==> config.mk <==
export PLATFORM = sky130hd
export DESIGN_NAME = dual_bank_flash_ctl
export DESIGN_NICKNAME = d
export VERILOG_FILES = /design/src/rtl/dbf_pkg.sv /design/src/rtl/dbf_ctrl.sv /design/src/rtl/dbf_datapath.sv /design/src/rtl/dual_bank_flash_ctl.sv
export SDC_FILE = /design/constraint.sdc
export NUM_CORES = 1
export LEC_CHECK = 0
export BUFFER_PORTS_ARGS = -buffer_cell sky130_fd_sc_hd__buf_4
export CAP_MARGIN = 25
export CORE_ASPECT_RATIO = 1.75
export CORE_MARGIN = 3
export CORE_UTILIZATION = 60
export DETAILED_ROUTE_END_ITERATION = 16
export PLACE_DENSITY_LB_ADDON = 0.3
export SYNTH_ARGS = -nofsm -noshare
export SYNTH_HDL_FRONTEND = slang
export SYNTH_SLANG_ARGS = --single-unit
==> constraint.sdc <==
create_clock -name clk -period 3.27 [get_ports clk]
set_input_delay 0.981 -clock clk [delete_from_list [all_inputs] [get_ports clk]]
set_output_delay 0.981 -clock clk [all_outputs]
set_load 0.1 [all_outputs]
==> src/rtl/dbf_pkg.sv <==
package dbf_pkg;
  typedef enum logic [1:0] {
    CMD_PROG    = 2'd0,
    CMD_ERASE   = 2'd1,
    CMD_SUSPEND = 2'd2,
    CMD_RESUME  = 2'd3
  } cmd_e;

  typedef enum logic [2:0] {
    ST_IDLE, ST_PROG, ST_ERASE, ST_SUSP, ST_SUSP_PROG
  } opState_e;

  // strobes from control to datapath
  typedef struct packed {
    logic progActive;
    logic eraseActive;
    logic suspended;
    logic doProg;
    logic doErase;
  } ctlStrobe_t;
endpackage

==> src/rtl/dbf_ctrl.sv <==
module dbf_ctrl
  import dbf_pkg::*;
#(
  parameter int NUM_SECTORS      = 8,
  parameter int WORDS_PER_SECTOR = 4,
  parameter int DATA_W           = 16,
  parameter int PROG_CYCLES      = 6,
  parameter int ERASE_CYCLES     = 16,
  parameter int SPLIT_SEL        = 1,
  parameter bit TOP_BOOT         = 1'b0,
  localparam int WORD_W = $clog2(WORDS_PER_SECTOR),
  localparam int SEC_W  = $clog2(NUM_SECTORS),
  localparam int ADDR_W = SEC_W + WORD_W
) (
  input  logic              clk,
  input  logic              rstN,
  input  logic              wrEn,
  input  logic [1:0]        wrCmd,
  input  logic [ADDR_W-1:0] wrAddr,
  input  logic [DATA_W-1:0] wrData,
  input  logic              wpEn,
  input  logic [NUM_SECTORS-1:0] secProtect,
  output ctlStrobe_t        ctl,
  output logic [ADDR_W-1:0] opAddr,
  output logic [DATA_W-1:0] opData,
  output logic [SEC_W-1:0]  eraseSec,
  output logic              ready
);
  localparam int BANK0_SECS = (NUM_SECTORS / 8) << SPLIT_SEL;
  localparam int PW = $clog2(PROG_CYCLES + 1);
  localparam int EW = $clog2(ERASE_CYCLES + 1);

  function automatic logic bankOf(input logic [SEC_W-1:0] s);
    return int'(s) >= BANK0_SECS;
  endfunction

  opState_e state;
  logic [PW-1:0] progTmr;
  logic [EW-1:0] eraseTmr;
  logic [SEC_W-1:0] wrSec;
  logic isBoot, locked, sameBank;
  cmd_e cmd;

  assign cmd   = cmd_e'(wrCmd);
  assign wrSec = wrAddr[ADDR_W-1:WORD_W];

  generate
    if (TOP_BOOT) begin : g_topBoot
      assign isBoot = int'(wrSec) >= NUM_SECTORS - 2;
    end else begin : g_botBoot
      assign isBoot = int'(wrSec) < 2;
    end
  endgenerate

  assign locked   = secProtect[wrSec] || (wpEn && isBoot);
  assign sameBank = bankOf(wrSec) == bankOf(eraseSec);

  always_ff @(posedge clk or negedge rstN) begin
    if (!rstN) begin
      state    <= ST_IDLE;
      progTmr  <= '0;
      eraseTmr <= '0;
      opAddr   <= '0;
      opData   <= '0;
      eraseSec <= '0;
    end else begin
      unique case (state)
        ST_IDLE: if (wrEn && !locked) begin
          if (cmd == CMD_PROG) begin
            state   <= ST_PROG;
            opAddr  <= wrAddr;
            opData  <= wrData;
            progTmr <= PW'(PROG_CYCLES);
          end else if (cmd == CMD_ERASE) begin
            state    <= ST_ERASE;
            eraseSec <= wrSec;
            eraseTmr <= EW'(ERASE_CYCLES);
          end
        end
        ST_PROG: begin
          if (progTmr == PW'(1)) state <= ST_IDLE;
          else progTmr <= progTmr - PW'(1);
        end
        ST_ERASE: begin
          if (eraseTmr == EW'(1)) state <= ST_IDLE;
          else begin
            eraseTmr <= eraseTmr - EW'(1);
            if (wrEn && cmd == CMD_SUSPEND) state <= ST_SUSP;
          end
        end
        ST_SUSP: if (wrEn) begin
          if (cmd == CMD_RESUME) state <= ST_ERASE;
          else if (cmd == CMD_PROG && !locked && sameBank && wrSec != eraseSec) begin
            state   <= ST_SUSP_PROG;
            opAddr  <= wrAddr;
            opData  <= wrData;
            progTmr <= PW'(PROG_CYCLES);
          end
        end
        ST_SUSP_PROG: begin
          if (progTmr == PW'(1)) state <= ST_SUSP;
          else progTmr <= progTmr - PW'(1);
        end
        default: state <= ST_IDLE;
      endcase
    end
  end

  always_comb begin
    ctl.progActive  = (state == ST_PROG) || (state == ST_SUSP_PROG);
    ctl.eraseActive = (state == ST_ERASE);
    ctl.suspended   = (state == ST_SUSP) || (state == ST_SUSP_PROG);
    ctl.doProg      = ctl.progActive && progTmr == PW'(1);
    ctl.doErase     = ctl.eraseActive && eraseTmr == EW'(1);
  end

  assign ready = (state == ST_IDLE) || (state == ST_SUSP);
endmodule

==> src/rtl/dbf_datapath.sv <==
module dbf_datapath
  import dbf_pkg::*;
#(
  parameter int NUM_SECTORS      = 8,
  parameter int WORDS_PER_SECTOR = 4,
  parameter int DATA_W           = 16,
  parameter int SPLIT_SEL        = 1,
  localparam int WORD_W = $clog2(WORDS_PER_SECTOR),
  localparam int SEC_W  = $clog2(NUM_SECTORS),
  localparam int ADDR_W = SEC_W + WORD_W
) (
  input  logic              clk,
  input  logic              rstN,
  input  ctlStrobe_t        ctl,
  input  logic [ADDR_W-1:0] opAddr,
  input  logic [DATA_W-1:0] opData,
  input  logic [SEC_W-1:0]  eraseSec,
  input  logic              rdEn,
  input  logic [ADDR_W-1:0] rdAddr,
  output logic [DATA_W-1:0] rdData,
  output logic              rdValid
);
  localparam int WORDS      = NUM_SECTORS * WORDS_PER_SECTOR;
  localparam int BANK0_SECS = (NUM_SECTORS / 8) << SPLIT_SEL;

  function automatic logic bankOf(input logic [SEC_W-1:0] s);
    return int'(s) >= BANK0_SECS;
  endfunction

  logic [DATA_W-1:0] mem [WORDS];
  logic [SEC_W-1:0]  rdSec;
  logic busyBank, opRunning, inErase, statHit, tog6, tog2;
  logic [DATA_W-1:0] statWord;

  assign rdSec     = rdAddr[ADDR_W-1:WORD_W];
  assign opRunning = ctl.progActive || ctl.eraseActive;
  assign busyBank  = ctl.progActive ? bankOf(opAddr[ADDR_W-1:WORD_W]) : bankOf(eraseSec);
  assign inErase   = (ctl.eraseActive || ctl.suspended) && rdSec == eraseSec;
  assign statHit   = (opRunning && bankOf(rdSec) == busyBank)
                   || (ctl.suspended && rdSec == eraseSec);

  always_comb begin
    statWord    = '0;
    statWord[7] = ctl.progActive ? ~opData[7] : !ctl.eraseActive;
    statWord[6] = tog6;
    statWord[2] = tog2;
  end

  always_ff @(posedge clk or negedge rstN) begin
    if (!rstN) begin
      for (int i = 0; i < WORDS; i++) mem[i] <= '1;
    end else if (ctl.doProg) begin
      mem[opAddr] <= mem[opAddr] & opData;
    end else if (ctl.doErase) begin
      for (int w = 0; w < WORDS_PER_SECTOR; w++) mem[{eraseSec, WORD_W'(w)}] <= '1;
    end
  end

  always_ff @(posedge clk or negedge rstN) begin
    if (!rstN) begin
      rdData  <= '0;
      rdValid <= 1'b0;
      tog6    <= 1'b0;
      tog2    <= 1'b0;
    end else begin
      rdValid <= rdEn;
      if (rdEn) begin
        rdData <= statHit ? statWord : mem[rdAddr];
        if (statHit && opRunning) tog6 <= ~tog6;
        if (statHit && inErase) tog2 <= ~tog2;
      end
    end
  end
endmodule

==> src/rtl/dual_bank_flash_ctl.sv <==
module dual_bank_flash_ctl
  import dbf_pkg::*;
#(
  parameter int NUM_SECTORS      = 8,
  parameter int WORDS_PER_SECTOR = 4,
  parameter int DATA_W           = 16,
  parameter int PROG_CYCLES      = 6,
  parameter int ERASE_CYCLES     = 16,
  parameter int SPLIT_SEL        = 1,
  parameter bit TOP_BOOT         = 1'b0,
  localparam int WORD_W = $clog2(WORDS_PER_SECTOR),
  localparam int SEC_W  = $clog2(NUM_SECTORS),
  localparam int ADDR_W = SEC_W + WORD_W
) (
  input  logic                   clk,
  input  logic                   rstN,
  input  logic                   wrEn,
  input  logic [1:0]             wrCmd,
  input  logic [ADDR_W-1:0]      wrAddr,
  input  logic [DATA_W-1:0]      wrData,
  input  logic                   rdEn,
  input  logic [ADDR_W-1:0]      rdAddr,
  output logic [DATA_W-1:0]      rdData,
  output logic                   rdValid,
  input  logic                   wpEn,
  input  logic [NUM_SECTORS-1:0] secProtect,
  output logic                   ready
);
  ctlStrobe_t        ctl;
  logic [ADDR_W-1:0] opAddr;
  logic [DATA_W-1:0] opData;
  logic [SEC_W-1:0]  eraseSec;

  dbf_ctrl #(
    .NUM_SECTORS(NUM_SECTORS), .WORDS_PER_SECTOR(WORDS_PER_SECTOR), .DATA_W(DATA_W),
    .PROG_CYCLES(PROG_CYCLES), .ERASE_CYCLES(ERASE_CYCLES), .SPLIT_SEL(SPLIT_SEL),
    .TOP_BOOT(TOP_BOOT)
  ) u_ctrl (
    .clk(clk), .rstN(rstN), .wrEn(wrEn), .wrCmd(wrCmd), .wrAddr(wrAddr),
    .wrData(wrData), .wpEn(wpEn), .secProtect(secProtect), .ctl(ctl),
    .opAddr(opAddr), .opData(opData), .eraseSec(eraseSec), .ready(ready)
  );

  dbf_datapath #(
    .NUM_SECTORS(NUM_SECTORS), .WORDS_PER_SECTOR(WORDS_PER_SECTOR), .DATA_W(DATA_W),
    .SPLIT_SEL(SPLIT_SEL)
  ) u_dp (
    .clk(clk), .rstN(rstN), .ctl(ctl), .opAddr(opAddr), .opData(opData),
    .eraseSec(eraseSec), .rdEn(rdEn), .rdAddr(rdAddr), .rdData(rdData),
    .rdValid(rdValid)
  );
endmodule

==> results of run 1 <==
[stage by stage]
| stage | TNS (ns) | hold WS [ns] | setup WS (ns) | std cells |
|---|---|---|---|---|
| floorplan | 0 | 0.444 | 0.275 | 2198 |
| global placement | 0 | 0.466 | 0.0464 | 2895 |
| detailed placement | -0.00365 | 0.471 | -0.00365 | 2896 |
| CTS | 0 | 0.484 | 0.199 | 2991 |
| global route | 0 | 0.504 | 0.0316 | 2991 |
| finish | 0 | 0.485 | 0.0697 | 2992 |
[registers in the layout, indices dropped and copies added, names as in the netlist]
name / flops
u_dp.mem: 512
u_ctrl.opAddr: 5
u_dp.tog2: 1
u_ctrl.progTmr: 3
u_ctrl.state: 3
u_dp.rdValid: 1
u_dp.tog6: 1
u_ctrl.eraseSec: 3
u_dp.rdData: 16
u_ctrl.eraseTmr: 5
u_ctrl.opData: 16
[final timing paths]
kind                                   from                 to  slack (ns)
setup / recovery           u_ctrl.opAddr[0]      u_dp.mem[196]        0.07
hold / removal                    u_dp.tog2          u_dp.tog2        0.49
setup reg to reg           u_ctrl.opAddr[0]      u_dp.mem[196]        0.07
hold reg to reg                   u_dp.tog2          u_dp.tog2        0.49
max in group asynchronous              rstN  u_ctrl.opData[12]        1.99
min in group asynchronous              rstN      u_dp.mem[177]        0.58
[worst reg2reg max path, cell delays in order (launching register included)]
cell and delay, ns:
dfrtp_4 0.51, buf_12 0.29, mux4_2 0.61, a22oi_1 0.65, buf_4 0.29, nand4_1 0.13, and2_1 0.22, buf_12 0.17
o22a_1 0.24
[cell usage after synthesis, types with 3 or more instances]
master,instances
a221oi_1,11
a21oi_1,79
a2bb2oi_2,10
nand3_1,18
ha_1,4
nor2b_1,7
nor3_1,9
dfrtp_1,54
buf_4,8
and3b_1,3
or2_2,5
o2bb2ai_1,14
mux2_2,27
mux4_2,235
o221ai_1,4
dfstp_2,512
o211ai_1,4
nand4_1,19
nand2b_1,5
nor2_1,106
o21ai_0,14
buf_2,77
nand2_1,94
a2bb2oi_1,182
nor3b_1,4
mux2i_1,90
buf_1,13
or3_1,5
a211oi_1,11
xnor2_1,6
o22a_1,257
inv_1,11
xor2_1,3
clkbuf_1,139
o22ai_1,12
a22oi_1,79
and2_1,28
[area by class of cell]
| type | count | area [um2] |
|---|---|---|
| antenna | 1 | 2.50 |
| fill | 3339 | 14900 |
| sequential | 566 | 14800 |
| clock buffer | 72 | 1440 |
| multi-input combinational | 1382 | 13800 |
| tap | 654 | 818 |
| inverter | 11 | 41.3 |
| timing repair buffer | 283 | 2660 |
| clock inverter | 23 | 313 |
[cell families (layout without fill, tap and decap cells)]
kind of cell	count (synthesis)	count (layout)	synth area share [%]
simple gates	319	319	5.09
fa+ha+maj	4	4	0.169
xor+xnor	9	9	0.266
mux	352	352	21.9
compound gates	698	698	19.1
flops	566	566	49.9
other cells	0	1	0
buf+inv	250	389	3.62
[power groups by stage]
stage          registers [mW]  clock network [mW]  logic (mW)
3_3_place_gp             12.4                   0        10.7
5_1_grt                  12.9                6.73        11.8
4_1_cts                  12.6                6.45        11.0
6_report                 12.7                6.43        11.3
2_1_floorplan            12.1                   0        7.05
3_5_place_dp             12.6                   0        11.0
[layer usage]
metal  wire [um]  up-vias
met3       11400      696
met5           0        -
met4       14200        0
li1            -     8930
met2       53100     1950
met1       35000    12000
==> flow_metrics.tcl, run 1 <==
set metrics [dict create \
    cp_slowest_cell "a22oi_1" \
    p_int_mw 19.3 \
    synthTopCellsByArea "dfstp_2 45%, mux4_2 18%, o22a_1 7.6%" \
    cts_buffers 52 \
    switching_share_pct 36.8 \
    critPathMaxStageDelay_ns 0.65 \
    tritoncts "done" \
    status "completed" \
    grt.busiest_layer "met2" \
    via_per_inst 7.88 \
    fmax_ghz 0.312 \
    grt_pass1_wl_mm 167 \
    initial_core_util_pct 60.8 \
    path_cells "buf_12, mux4_2, a22oi_1, buf_4, nand4_1, and2_1, buf_12, o22a_1" \
    setup_viol_count_final 0 \
    ys_seq_area_share_pct 49.9 \
    cp_max_fo 30 \
    worstPathRequired_ns 3.78 \
    tightest_slew_ns 1.09 \
    totalPowerFinal_mw 30.5 \
    drive_gt1_share_pct 50.0 \
    p_leak_nw 13.0 \
    core_um2 48900 \
    layout_common_cells "512 x dfstp_2, 257 x o22a_1, 238 x buf_4, 235 x mux4_2, 182 x a2bb2oi_1" \
    switchingPower_mw 11.2 \
    syn_area_um2 29700 \
    cp-end-kind "flip-flop" \
    fin_util_pct 69.4 \
    critPathLaunchType "flip-flop" \
    drt.antenna.violating_nets 0 \
    post-route-period-util_pct 97.9 \
    cts.path.max_buffers 3 \
    drv_cap 0 \
    met1_usage_pct 48.7 \
    synthFlopType "dfstp_2" \
    grt_pass1_vias 24800 \
    holdCritPathClass "reg -> reg" \
    firstDrtPassIters 6 \
    routedWlPerCell_um 38.0 \
    r2r_cells 8 \
    dpl_cell_area_um2 32200 \
    synth_nets 2243 \
    root_buffer "clkbuf_16" \
    area_growth_pct 14.3 \
    hold_buffers 0 \
    htreeDepth 2 \
    routabilityCongestion 1.03 \
    holdPathStages 1 \
    cts_resized 0 \
    use_met2_pct 68.8 \
    crit_buf_inv 3 \
    clkSinkCount 566 \
    fp.dieH_um 300 \
    grt_max_degree 120 \
    clock_power_share_pct 21.1 \
    critical_path_class "reg -> reg" \
    drc 0 \
    synth-edff-count 0 \
    drv_slew 0 \
    crit_family "compound AO/OA/AOI/OAI gates" \
    drtIter0Drc 3167 \
    final_common_cell "dfstp_2" \
    synthCells 2198 \
    async_flop_share_pct 100 \
    rsz0062_at_grt "false" \
    synth_warnings 0 \
    grt-ovfl-total 0 \
    combinationalPowerShare_pct 37.2 \
    hpwl_mm 76.4 \
    path_clk_slew_ns 0.07 \
    synth.largest_area_cell "dfstp_2" \
    use_met3_pct 10.2 \
    ys_seq_elements 566 \
    cellPowerDensity_nw_per_um2 900 \
    hold_violations 0 \
    die_w_um 174 \
    cp.arrival_ns 3.71 \
    worst_path_most_repeated_cell "buf_12" \
    grt_usage_pct 43.8 \
    rows 107 \
    finClkSkew_ns 0.0362 \
    antenna_found_initial 1 \
    post-cts-setup-buffer-count 0 \
    period_needed_ns 3.20 \
    wirelength_mm 114 \
    worst_ir_drop_vdd_v 0.000572 \
    clk_latency_ns 0.62 \
    synthDistinctLibCells 69 \
    seq_power_share_pct 41.8 \
    crit_cells 8 \
    io_buffers 58 \
    finish.net_count 2341 \
    final_area_um2 33900 \
    routed-via-count 23600 \
    syn_area_per_cell_um2 13.5 \
    dieArea_um2 52300 \
    io_pins 59 \
    synth_top_area_share_pct 45.3 \
    max_slew_margin_pct 27.0 \
]
(Power assumes the default switching activity.)
==> inputs of run 2 (changes only) <==
--- a/config.mk
+++ b/config.mk
@@ -8,7 +8,6 @@
 export BUFFER_PORTS_ARGS = -buffer_cell sky130_fd_sc_hd__buf_4
 export CAP_MARGIN = 25
 export CORE_ASPECT_RATIO = 1.75
-export CORE_MARGIN = 3
 export CORE_UTILIZATION = 60
 export DETAILED_ROUTE_END_ITERATION = 16
 export PLACE_DENSITY_LB_ADDON = 0.3
==> run 2 against run 1 <==
Count of clock-buffer cells in the layout up 4. Design area about the same. Sequential power about the same. Register-to-register slack worse by 0.02 ns. Non-clock buffer count down 21. Fmax down 0.64%. Utilization up 0.13 points.
==> flow_metrics.tcl, run 2 (synthesis results as in run 1) <==
set metrics [dict create \
    cp.arrival_ns 3.75 \
    dieArea_um2 50400 \
    post-cts-setup-buffer-count 0 \
    via_per_inst 8.06 \
    drive_gt1_share_pct 50.0 \
    path_cells "buf_4, mux4_2, a22oi_1, nand4_1, and2_1, buf_12, o22a_1" \
    whs_ns 0.389 \
    wirelength_mm 118 \
    area_growth_pct 14.2 \
    crit_buf_inv 2 \
    cellPowerDensity_nw_per_um2 913 \
    root_buffer "clkbuf_16" \
    firstDrtPassIters 8 \
    regToRegSetupSlack_ns 0.05 \
    final.setup.tns_ns 0 \
    core_um2 48700 \
    r2r_cells 7 \
    hpwl_mm 74.8 \
    die_w_um 170 \
    cts_buffers 52 \
    critical_path_class "reg -> reg" \
    max_slew_margin_pct 23.0 \
    cp-end-kind "flip-flop" \
    drt.antenna.violating_nets 0 \
    drv_slew 0 \
    fp.dieH_um 296 \
    io_buffers 58 \
    layout_common_cells "512 x dfstp_2, 257 x o22a_1, 235 x mux4_2, 215 x buf_4, 182 x a2bb2oi_1" \
    critPathMaxStageDelay_ns 0.61 \
    r2r_end "u_dp.mem[193]" \
    finish.net_count 2320 \
    switching_share_pct 37.1 \
    grt_max_degree 77 \
    routabilityCongestion 1.04 \
    status "completed" \
    hold_buffers 0 \
    worst_ir_drop_vdd_v 0.000501 \
    holdCritPathClass "in -> async" \
    cp_max_fo 16 \
    cp_slowest_cell "dfrtp_4" \
    drtIter0Drc 3086 \
    crit_family "compound AO/OA/AOI/OAI gates" \
    antenna_found_initial 8 \
    switchingPower_mw 11.5 \
    cts.path.max_buffers 3 \
    combinationalPowerShare_pct 37.0 \
    rows 107 \
    drv_cap 0 \
    final_cells 2973 \
    path_clk_slew_ns 0.07 \
    grt_pass1_wl_mm 170 \
    largest_reg_flops 512 \
    reg2reg_from "u_ctrl.opAddr[0]" \
    io_pins 59 \
    clkSinkCount 566 \
    hold_violations 0 \
    initial_core_util_pct 60.9 \
    grt-ovfl-total 0 \
    top_regs "u_dp.mem (512), u_ctrl.opData (16), u_dp.rdData (16)" \
    largest_register "u_dp.mem" \
    period_needed_ns 3.22 \
    routedWlPerCell_um 39.6 \
    fillers 3375 \
    setup_viol_count_final 0 \
    clock_power_share_pct 21.6 \
    critPathLaunchType "flip-flop" \
    dp.cells 2875 \
    clk_latency_ns 0.63 \
    p_leak_nw 12.9 \
    grt_usage_pct 48.3 \
    tightest_slew_ns 1.15 \
    finClkSkew_ns 0.0333 \
    worstPathRequired_ns 3.80 \
    post-route-period-util_pct 98.5 \
    seq_power_share_pct 41.4 \
    drc 0 \
    fmax_ghz 0.310 \
    p_int_mw 19.5 \
    routed-via-count 24000 \
    rsz0062_at_grt "false" \
    htreeDepth 2 \
    grt_pass1_vias 24300 \
    final_common_cell "dfstp_2" \
    tritoncts "done" \
]
-- run 2: layout make-up --
class                           instances  area, um2  share of cell area [%]
Sequential cell                       566      14800                    43.7
Multi-Input combinational cell       1382      13900                    40.9
Timing Repair Buffer                  262       2520                    7.45
Clock buffer                           76       1540                    4.55
Tap cell                              654        818                    2.41
Clock inverter                         20        295                   0.871
Inverter                               11       41.3                   0.122
Antenna cell                            2       5.00                  0.0148
-- run 2: worst reg2reg max path: cells and delay by family (launching register included) --
| kind | cells | cell delay (ns) |
|---|---|---|
| buffers and inverters | 2 | 0.50 |
| multiplexers | 1 | 0.55 |
| AO/OA/AOI/OAI | 2 | 0.83 |
| AND/OR/NAND/NOR | 2 | 0.67 |
| flip-flops | 1 | 0.61 |
-- run 2: power groups by stage --
stage / logic (mW) / clock network, mW / registers (mW)
after detailed placement: 10.8 / 0 / 12.7
after global placement: 10.5 / 0 / 12.5
final: 11.4 / 6.68 / 12.8
after floorplan: 7.05 / 0 / 12.1
after global routing: 11.8 / 6.95 / 13.0
after CTS: 10.9 / 6.67 / 12.6
-- run 2: what timing repair did --
item	CTS	global route
endpoints found under the hold margin	0	0
gates resized for setup	0	4
setup endpoints to repair	0	33
-- run 2: how the worst max path moves through the flow --
stage,start,endpoint,slack (ns),depth (start not counted)
6_report,u_ctrl.opAddr[0],u_dp.mem[193],0.05,7
2_1_floorplan,wrAddr[2],u_ctrl.eraseTmr[4],0.28,7
4_1_cts,u_ctrl.progTmr[1],u_dp.mem[259],0.23,9
3_5_place_dp,rdAddr[0],u_dp.rdData[13],0.06,8
3_3_place_gp,rdAddr[0],u_dp.rdData[10],0.1,6
5_1_grt,u_ctrl.opAddr[0],u_dp.mem[9],0.004,6
-- run 2: routing by layer --
layer	wire length [um]	part of all wire (%)	track usage (%)
met4	14400	12	46.6
met2	53000	45	72.6
met3	14600	12	16.5
met1	35700	30	52.9
met5	57	0.048	0
-- run 2: metrics by stage --
stage / util [%] / power [mW] / worst slack (ns) / instance area (um2)
floorplan: - / 19.1 / 0.275 / 29700
global placement: 65.7 / 23.0 / 0.0989 / 32000
detailed placement: 65.7 / 23.5 / 0.0600 / 32000
CTS: 69.5 / 30.2 / 0.232 / 33900
global route: 69.5 / 31.7 / 0.00391 / 33900
finish: 69.6 / 31.0 / 0.0492 / 33900
